`config.mk`:
```
export PLATFORM = sky130hd
export DESIGN_NAME = gpio_port_ctrl
export DESIGN_NICKNAME = d
export VERILOG_FILES = /design/src/rtl/gpio_port_pkg.sv /design/src/rtl/gpio_byte_order.sv /design/src/rtl/gpio_bit_order.sv /design/src/rtl/gpio_in_sync.sv /design/src/rtl/gpio_port_ctrl.sv
export SDC_FILE = /design/constraint.sdc
export NUM_CORES = 1
export LEC_CHECK = 0
export BUFFER_PORTS_ARGS = -buffer_cell sky130_fd_sc_hd__buf_2
export CAP_MARGIN = 0
export CORE_MARGIN = 2
export CORE_UTILIZATION = 45
export CTS_CLUSTER_SIZE = 14
export DETAILED_ROUTE_END_ITERATION = 16
export HOLD_SLACK_MARGIN = 0.06
export PLACE_DENSITY = 0.7
export SYNTH_ARGS = -nofsm -noshare
export SYNTH_HDL_FRONTEND = slang
export SYNTH_SLANG_ARGS = --single-unit
```
`constraint.sdc`:
```
create_clock -name clk -period 1.3 [get_ports clk]
set_input_delay 0.39 -clock clk [delete_from_list [all_inputs] [get_ports clk]]
set_output_delay 0.39 -clock clk [all_outputs]
set_load 0.1 [all_outputs]
```
`src/rtl/gpio_port_pkg.sv`:
```
package gpio_port_pkg;

    localparam int GPIO_ADDR_W = 2;

    typedef enum logic [GPIO_ADDR_W-1:0] {
        REG_DATA  = 2'd0,
        REG_SET   = 2'd1,
        REG_CLEAR = 2'd2,
        REG_DIR   = 2'd3
    } gpio_reg_e;

endpackage

```
`src/rtl/gpio_byte_order.sv`:
```
module gpio_byte_order #(
    parameter int WIDTH = 32,
    parameter int SWAP  = 0
) (
    input  logic [WIDTH-1:0] din,
    output logic [WIDTH-1:0] dout
);
    localparam int NBYTES = WIDTH / 8;

    generate
        if (SWAP != 0) begin : g_swap
            for (genvar b = 0; b < NBYTES; b++) begin : g_byte
                assign dout[8*b +: 8] = din[8*(NBYTES-1-b) +: 8];
            end
        end else begin : g_pass
            assign dout = din;
        end
    endgenerate
endmodule

```
`src/rtl/gpio_bit_order.sv`:
```
module gpio_bit_order #(
    parameter int WIDTH   = 32,
    parameter int REVERSE = 0
) (
    input  logic [WIDTH-1:0] din,
    output logic [WIDTH-1:0] dout
);
    generate
        if (REVERSE != 0) begin : g_rev
            for (genvar i = 0; i < WIDTH; i++) begin : g_bit
                assign dout[i] = din[WIDTH-1-i];
            end
        end else begin : g_pass
            assign dout = din;
        end
    endgenerate
endmodule

```
`src/rtl/gpio_in_sync.sv`:
```
module gpio_in_sync #(
    parameter int WIDTH = 32
) (
    input  logic             clk,
    input  logic             rst_n,
    input  logic [WIDTH-1:0] async_in,
    output logic [WIDTH-1:0] sync_out
);
    typedef struct packed {
        logic [WIDTH-1:0] stage1;
        logic [WIDTH-1:0] stage2;
    } sync_t;

    sync_t sync_d, sync_q;

    always_comb begin
        sync_d        = sync_q;
        sync_d.stage1 = async_in;
        sync_d.stage2 = sync_q.stage1;
    end

    always_ff @(posedge clk or negedge rst_n) begin
        if (!rst_n) begin
            sync_q <= '0;
        end else begin
            sync_q <= sync_d;
        end
    end

    assign sync_out = sync_q.stage2;

    // the visible level is the input from two edges back
    a_r3_two_stage: assert property (@(posedge clk) disable iff (!rst_n)
        1'b1 |=> (sync_q.stage2 == $past(sync_q.stage1)));
endmodule

```
`src/rtl/gpio_port_ctrl.sv`:
```
module gpio_port_ctrl
    import gpio_port_pkg::*;
#(
    parameter int WIDTH        = 32,
    parameter int DIR_IS_INPUT = 0,
    parameter int BIT_REVERSE  = 0,
    parameter int BYTE_SWAP    = 0,
    parameter int SET_READBACK = 1
) (
    input  logic                   clk,
    input  logic                   rst_n,
    input  logic                   bus_sel,
    input  logic                   bus_wr,
    input  logic [GPIO_ADDR_W-1:0] bus_addr,
    input  logic [WIDTH-1:0]       bus_wdata,
    output logic [WIDTH-1:0]       bus_rdata,
    input  logic [WIDTH-1:0]       pin_in,
    output logic [WIDTH-1:0]       pin_out,
    output logic [WIDTH-1:0]       pin_oe
);
    localparam logic [WIDTH-1:0] DIR_RST = (DIR_IS_INPUT != 0) ? {WIDTH{1'b1}} : {WIDTH{1'b0}};

    // elaboration-time parameter checks
    generate
        if (!(WIDTH == 8 || WIDTH == 16 || WIDTH == 32 || WIDTH == 64)) begin : g_bad_width
            $error("gpio_port_ctrl: WIDTH must be 8, 16, 32 or 64");
        end
        if (BYTE_SWAP != 0 && !(WIDTH == 16 || WIDTH == 32)) begin : g_bad_swap
            $error("gpio_port_ctrl: byte swap needs WIDTH 16 or 32");
        end
    endgenerate

    typedef struct packed {
        logic [WIDTH-1:0] latch;   // register bit order
        logic [WIDTH-1:0] dir;     // register bit order
        logic [WIDTH-1:0] rdata;   // bus byte order
    } port_state_t;

    port_state_t st_d, st_q;

    logic [WIDTH-1:0] wr_word;
    logic [WIDTH-1:0] pin_sync;
    logic [WIDTH-1:0] in_word;
    logic [WIDTH-1:0] rd_word;
    logic [WIDTH-1:0] rd_bus;
    logic [WIDTH-1:0] oe_word;

    gpio_byte_order #(.WIDTH(WIDTH), .SWAP(BYTE_SWAP)) u_wr_order (
        .din  (bus_wdata),
        .dout (wr_word)
    );

    gpio_byte_order #(.WIDTH(WIDTH), .SWAP(BYTE_SWAP)) u_rd_order (
        .din  (rd_word),
        .dout (rd_bus)
    );

    gpio_in_sync #(.WIDTH(WIDTH)) u_sync (
        .clk      (clk),
        .rst_n    (rst_n),
        .async_in (pin_in),
        .sync_out (pin_sync)
    );

    gpio_bit_order #(.WIDTH(WIDTH), .REVERSE(BIT_REVERSE)) u_in_map (
        .din  (pin_sync),
        .dout (in_word)
    );

    gpio_bit_order #(.WIDTH(WIDTH), .REVERSE(BIT_REVERSE)) u_out_map (
        .din  (st_q.latch),
        .dout (pin_out)
    );

    gpio_bit_order #(.WIDTH(WIDTH), .REVERSE(BIT_REVERSE)) u_oe_map (
        .din  (oe_word),
        .dout (pin_oe)
    );

    generate
        if (DIR_IS_INPUT != 0) begin : g_dir_in
            assign oe_word = ~st_q.dir;
        end else begin : g_dir_out
            assign oe_word = st_q.dir;
        end
    endgenerate

    always_comb begin
        case (gpio_reg_e'(bus_addr))
            REG_DATA:  rd_word = in_word;
            REG_SET:   rd_word = (SET_READBACK != 0) ? st_q.latch : '0;
            REG_CLEAR: rd_word = '0;
            REG_DIR:   rd_word = st_q.dir;
            default:   rd_word = '0;
        endcase
    end

    always_comb begin
        st_d = st_q;
        if (bus_sel) begin
            if (bus_wr) begin
                case (gpio_reg_e'(bus_addr))
                    REG_DATA:  st_d.latch = wr_word;
                    REG_SET:   st_d.latch = st_q.latch | wr_word;
                    REG_CLEAR: st_d.latch = st_q.latch & ~wr_word;
                    REG_DIR:   st_d.dir   = wr_word;
                    default:   st_d = st_q;
                endcase
            end else begin
                st_d.rdata = rd_bus;
            end
        end
    end

    always_ff @(posedge clk or negedge rst_n) begin
        if (!rst_n) begin
            st_q.latch <= '0;
            st_q.dir   <= DIR_RST;
            st_q.rdata <= '0;
        end else begin
            st_q <= st_d;
        end
    end

    assign bus_rdata = st_q.rdata;

    logic wr_set, wr_clr, wr_latch, wr_dir, rd_any;
    assign wr_set   = bus_sel && bus_wr && (bus_addr == REG_SET);
    assign wr_clr   = bus_sel && bus_wr && (bus_addr == REG_CLEAR);
    assign wr_latch = bus_sel && bus_wr && (bus_addr != REG_DIR);
    assign wr_dir   = bus_sel && bus_wr && (bus_addr == REG_DIR);
    assign rd_any   = bus_sel && !bus_wr;

    // a set write never clears a latch bit
    a_r4_set_keeps_ones: assert property (@(posedge clk) disable iff (!rst_n)
        wr_set |=> ((st_q.latch & $past(st_q.latch)) == $past(st_q.latch)));

    // a clear write never raises a latch bit
    a_r5_clear_no_new_ones: assert property (@(posedge clk) disable iff (!rst_n)
        wr_clr |=> ((st_q.latch & ~$past(st_q.latch)) == '0));

    // the pin outputs change only after a latch write
    a_r2_out_hold: assert property (@(posedge clk) disable iff (!rst_n)
        !wr_latch |=> $stable(pin_out));

    // the enables change only after a direction write
    a_r6_oe_hold: assert property (@(posedge clk) disable iff (!rst_n)
        !wr_dir |=> $stable(pin_oe));

    // read data holds between reads
    a_r11_rdata_hold: assert property (@(posedge clk) disable iff (!rst_n)
        !rd_any |=> $stable(bus_rdata));
endmodule

```
Yosys cells after proc, flatten, opt, wreduce, memory -nomap -nowiden
Cells that the tools add are included.
{"block": "totals", "latchBits": 0, "ff_bits": 160, "rom_bits": 0, "wordCells": 19, "out_inout_bits": 96, "inputBits": 70, "ram_bits": 0, "n_memories": 0}
{"block": "classes", "n_reduce_logical": 5, "n_addsub": 0, "n_div": 0, "mux": 2, "order_cmp": 0, "bitwise_logic": 4, "shift": 0, "eq_ne": 3, "mul": 0}
{"operator": "case mux 32 bit (4 select lines)", "count": 1}
{"operator": "case mux 32 bit (3 select lines)", "count": 1}
{"operator": "bitwise AND 32 bit", "count": 1}
{"operator": "NOT 32 bit", "count": 1}
{"operator": "OR 32 bit", "count": 1}
{"operator": "AND reduction 3 bit", "count": 2}
{"operator": "== test 2 bit, second input constant", "count": 2}
{"operator": "nonzero test 3 bit", "count": 1}
{"operator": "== test 2 x 1 -> 1 bit, second input constant", "count": 1}
{"operator": "logical NOT 2 bit", "count": 1}
{"operator": "AND reduction 2 bit", "count": 1}
{"operator": "NOT 1 bit", "count": 1}

Logic depth before layout (Yosys ltp)
{"block": "depth", "word_depth": 3, "depth_mapped": 7, "mapped_depth_nobuf": 5}

Modules after synthesis
Synthesis repeated with hierarchy kept, for this count alone.
{"block": "unflattened", "hier_cells": 689, "hier_area_um2": 7972.6}
{"mod": "gpio_port_ctrl", "area_per_inst_um2": 5170.0, "seq_area_each_um2": 2402.3, "instances": 1, "cells_per_inst": 465}
{"mod": "gpio_in_sync", "area_per_inst_um2": 1601.5, "seq_area_each_um2": 1601.5, "instances": 1, "cells_per_inst": 64}
{"mod": "gpio_bit_order", "area_per_inst_um2": 240.2, "seq_area_each_um2": 0.0, "instances": 3, "cells_per_inst": 32}
{"mod": "gpio_byte_order", "area_per_inst_um2": 240.2, "seq_area_each_um2": 0.0, "instances": 2, "cells_per_inst": 32}

Worst setup path after synthesis
OpenSTA, ideal clock, no wires.
{"block": "synth_path", "path_type": "input to register", "start": "in bus_addr[1]", "end": "reg st_q[90] (netlist bit)", "required_time_ns": 1.177, "slack_ns": -0.218, "arrival_ns": 1.394, "setup_ns": 0.123, "cell_stages": 7, "path_buffers": 2, "path_cell_list": "inv_1 > ha_1 > clkbuf_1 > nand2b_1 > buf_2 > mux2i_1 > a21oi_2"}
{"block": "synth_via", "elab_chain_cells": 3}
{"item": "start: declaration", "line": "gpio_port_ctrl.sv:14", "source": "input logic [GPIO_ADDR_W-1:0] bus_addr,"}
{"item": "== test 2 x 1 -> 1 bit (tied with other cells)", "line": "gpio_port_ctrl.sv:102", "source": "case (gpio_reg_e'(bus_addr))"}
{"item": "nonzero test 3 bit (no source line)"}
{"item": "AND reduction 3 bit (no source line)"}
{"item": "end signal: assignment", "line": "gpio_port_ctrl.sv:121", "source": "st_q <= st_d;"}
{"item": "end: declaration", "line": "gpio_port_ctrl.sv:39", "source": "port_state_t st_d, st_q;"}
Several ways; a longest one is shown, not always the timed one.
A chain may end at the register's enable or synchronous reset.

Worst setup path in the final report
{"block": "layout_path", "start": "reg st_q (netlist bit bus_rdata[27])", "end": "out bus_rdata[27]"}
{"item": "end: declaration", "line": "gpio_port_ctrl.sv:16", "source": "output logic [WIDTH-1:0] bus_rdata,"}
No word-level cell between the ends.

==> load_flow_metrics.sql <==
INSERT INTO impl_metrics (metric_group, metric, value, unit) VALUES
('cells_and_area', 'layout_cell_share_with_drive_strength_beyond_1', '64.9', '%'),
('sta', 'slew_headroom', '78.5', '%'),
('logic_synthesis', 'post_synth_inst_count', '500', ''),
('worst_setup_path', 'critical_path.endpoint_type', 'primary output', ''),
('worst_setup_path', 'critical_path.cell_chain', 'buf_12', ''),
('power', 'ir_drop', '1370', 'uV'),
('clocking', 'insertion_delay', '0.43', 'ns'),
('logic_synthesis', 'sequential_fraction_of_the_synthesis_area', '61.8', '%'),
('sta', 'tightestPinTransition', '0.323', 'ns'),
('worst_setup_path', 'reg2reg_depth', '4', ''),
('floorplan', 'fp.dieArea', '15400', 'um^2'),
('sta', 'fin_crit_sh', '112', '%'),
('placement', 'placed_cells_incl_taps', '840', ''),
('grt', 'first_global_vias', '5463', ''),
('clocking', 'cts.clk_slew.worst_paths', '0.06', 'ns'),
('placement', 'placedInstanceArea', '9480', 'um^2'),
('detailed_routing', 'wire_length_after_detailed_routing', '19100', 'um'),
('clocking', 'clock_tree_root_driver_cell', 'sky130_fd_sc_hd__clkbuf_16', ''),
('logic_synthesis', 'synth.avg_cell_area', '13.0', 'um^2'),
('status', 'violations', 'negative setup slack', ''),
('placement', 'finalWeightedCongestion', '0.815', ''),
('worst_setup_path', 'rrSetupSlack', '0.02', 'ns'),
('worst_hold_path', 'hp-class', 'primary input to flop', ''),
('detailed_routing', 'vias', '5302', ''),
('worst_setup_path', 'worst-setup-path-type', 'flop to primary output', ''),
('worst_setup_path', 'crit_fanout', '2', ''),
('run', 'max_cap_viol_count', '0', ''),
('worst_setup_path', 'worst_setup_path_start_kind', 'flop', ''),
('logic_synthesis', 'mappedNetlistArea', '6480', 'um^2'),
('clocking', 'cts_tree', 'built', ''),
('worst_setup_path', 'timing.rr.end', 'bus_rdata[11]$_DFFE_PN0P_', ''),
('cells_and_area', 'fin_nets', '844', ''),
('worst_setup_path', 'cp.required', '0.91', 'ns'),
('worst_setup_path', 'worstPathBufferInverterCount', '1', ''),
('logic_synthesis', 'ys.warnings.count', '0', ''),
('sta', 'timing.final.setup_violations', '96', ''),
('clocking', 'htree_num_levels', '4', ''),
('detailed_routing', 'detail_route.drc_violations', '0', ''),
('detailed_routing', 'postRouteAntennaNets', '0', ''),
('floorplan', 'core.rowCount', '43', ''),
('cells_and_area', 'area_added_between_synthesis_and_finish', '66.9', '%'),
('worst_setup_path', 'critical-path-top-delay-family', 'flip-flops', ''),
('power', 'cellPowerDensity', '2010', 'nW/um^2'),
('cells_and_area', 'final-instance-count-excl-fill', '961', ''),
('placement', 'post-dp-hpwl', '12200', 'um'),
('cells_and_area', 'utilization', '77.3', '%'),
('worst_setup_path', 'critical_path_cell_count', '1', ''),
('detailed_routing', 'wire_per_inst', '19.9', 'um'),
('clocking', 'clock_tree_buf_depth', '2', ''),
('clocking', 'num_clock_sinks', '160', ''),
('cells_and_area', 'final_cell_area', '10800', 'um^2'),
('worst_setup_path', 'worstPathArrival', '1.07', 'ns'),
('logic_synthesis', 'synthDistinctLibCells', '22', ''),
('clocking', 'num_cts_buffers', '17', ''),
('status', 'status', 'finished, violations left', ''),
('sta', 'post-route-worst-setup-slack', '-0.160', 'ns'),
('floorplan', 'design.portCount', '166', ''),
('power', 'p_leak', '4.73', 'nW'),
('logic_synthesis', 'synthesis_stage_register_bit_count', '160', ''),
('sta', 'unrepaired_setup_endpoints_after_global_routing', 'yes', ''),
('sta', 'final-max-slew-violation-count', '0', ''),
('floorplan', 'die_span_y', '124', 'um'),
('worst_setup_path', 'critPathMaxStageDelay', '0.44', 'ns'),
('placement', 'dp_slack', '-0.445', 'ns'),
('detailed_routing', 'drt_pass1_iterations', '4', ''),
('grt', 'grt_start_max_net_pins', '50', ''),
('placement', 'io_buffers', '165', ''),
('floorplan', 'core', '14000', 'um^2'),
('grt', 'grt_use_total', '26.0', '%'),
('power', 'total_power', '21.7', 'mW'),
('logic_synthesis', 'synth_nets', '575', '');
-- metal layers --
metal,GRT usage [%],share of wire [%]
met1,34.4,40
met2,42.2,51
met3,5.82,6.7
met4,9.90,2.2
met5,0,0
-- power by group --
| part | total [mW] | internal [mW] | switching [mW] |
|---|---|---|---|
| registers | 6.60 | 5.79 | 0.817 |
| clock network | 4.99 | 3.10 | 1.88 |
| logic | 10.2 | 3.93 | 6.22 |
-- cell families after synthesis --
group	after synthesis	share of synthesized area, %
compound gates	160	19.3
flops	160	61.8
simple gates	99	8.42
buf+inv	43	3.73
mux	33	5.72
fa+ha+maj	5	0.966
-- state kept, by name (all words and copies together), names as in the netlist --
signal	flops
bus_rdata	32
oe_word	32
st_q	32
u_sync.sync_d	32
u_sync.sync_out	32
-- stage by stage --
stage          TNS, ns  hold WS [ns]
2_1_floorplan    -3.64        0.0944
3_3_place_gp    -24.65         0.266
3_5_place_dp    -28.90         0.270
4_1_cts         -11.85        0.0602
5_1_grt         -13.44        0.0578
6_report        -11.28        0.0659
-- repair_timing --
| item | 4_1_cts | 5_1_grt |
|---|---|---|
| hold buffers | 3 | 2 |
| buffers inserted | 69 | 16 |
| endpoints found under the hold margin | 20 | 2 |
| setup endpoints to repair | 102 | 118 |
| pin swaps | 0 | 1 |
| resized for setup | 1 | 14 |
-- area by class of cell --
cell class / instances / area, um^2
sequential: 160 / 4080
multi-input combinational: 297 / 2500
tap: 180 / 225
fill: 808 / 3180
timing repair buffer: 291 / 3410
clock inverter: 6 / 108
inverter: 2 / 7.51
clock buffer: 25 / 475
-- cell usage after synthesis (all sizes together) --
| master | n | share of area (%) |
|---|---|---|
| a21oi | 64 | 8.2 |
| a221oi | 32 | 4.3 |
| and3b | 1 | 0.14 |
| buf | 25 | 2.7 |
| clkbuf | 16 | 0.93 |
| dfrtp | 160 | 62 |
| ha | 5 | 0.97 |
| inv | 2 | 0.12 |
| mux2 | 32 | 5.6 |
| mux2i | 1 | 0.15 |
| nand2 | 32 | 1.9 |
| nand2b | 2 | 0.19 |
| nand3 | 1 | 0.15 |
| nor2b | 63 | 6.1 |
| o21a | 1 | 0.12 |
| o22ai | 31 | 3.0 |
| o31ai | 32 | 3.7 |
-- worst min-delay path by stage --
stage | start | endpoint | slack (ns) | depth (start not counted)
floorplan | rst_n | bus_rdata[0]$_DFFE_PN0P_ | 0.09 | 0
global placement | rst_n | bus_rdata[5]$_DFFE_PN0P_ | 0.27 | 1
detailed placement | rst_n | bus_rdata[5]$_DFFE_PN0P_ | 0.27 | 1
CTS | pin_in[17] | u_sync.sync_d[17]$_DFF_PN0_ | 0.06 | 1
global route | pin_in[18] | u_sync.sync_d[18]$_DFF_PN0_ | 0.06 | 1
finish | pin_in[19] | u_sync.sync_d[19]$_DFF_PN0_ | 0.07 | 1
Power figures use the tool's default switching activity.
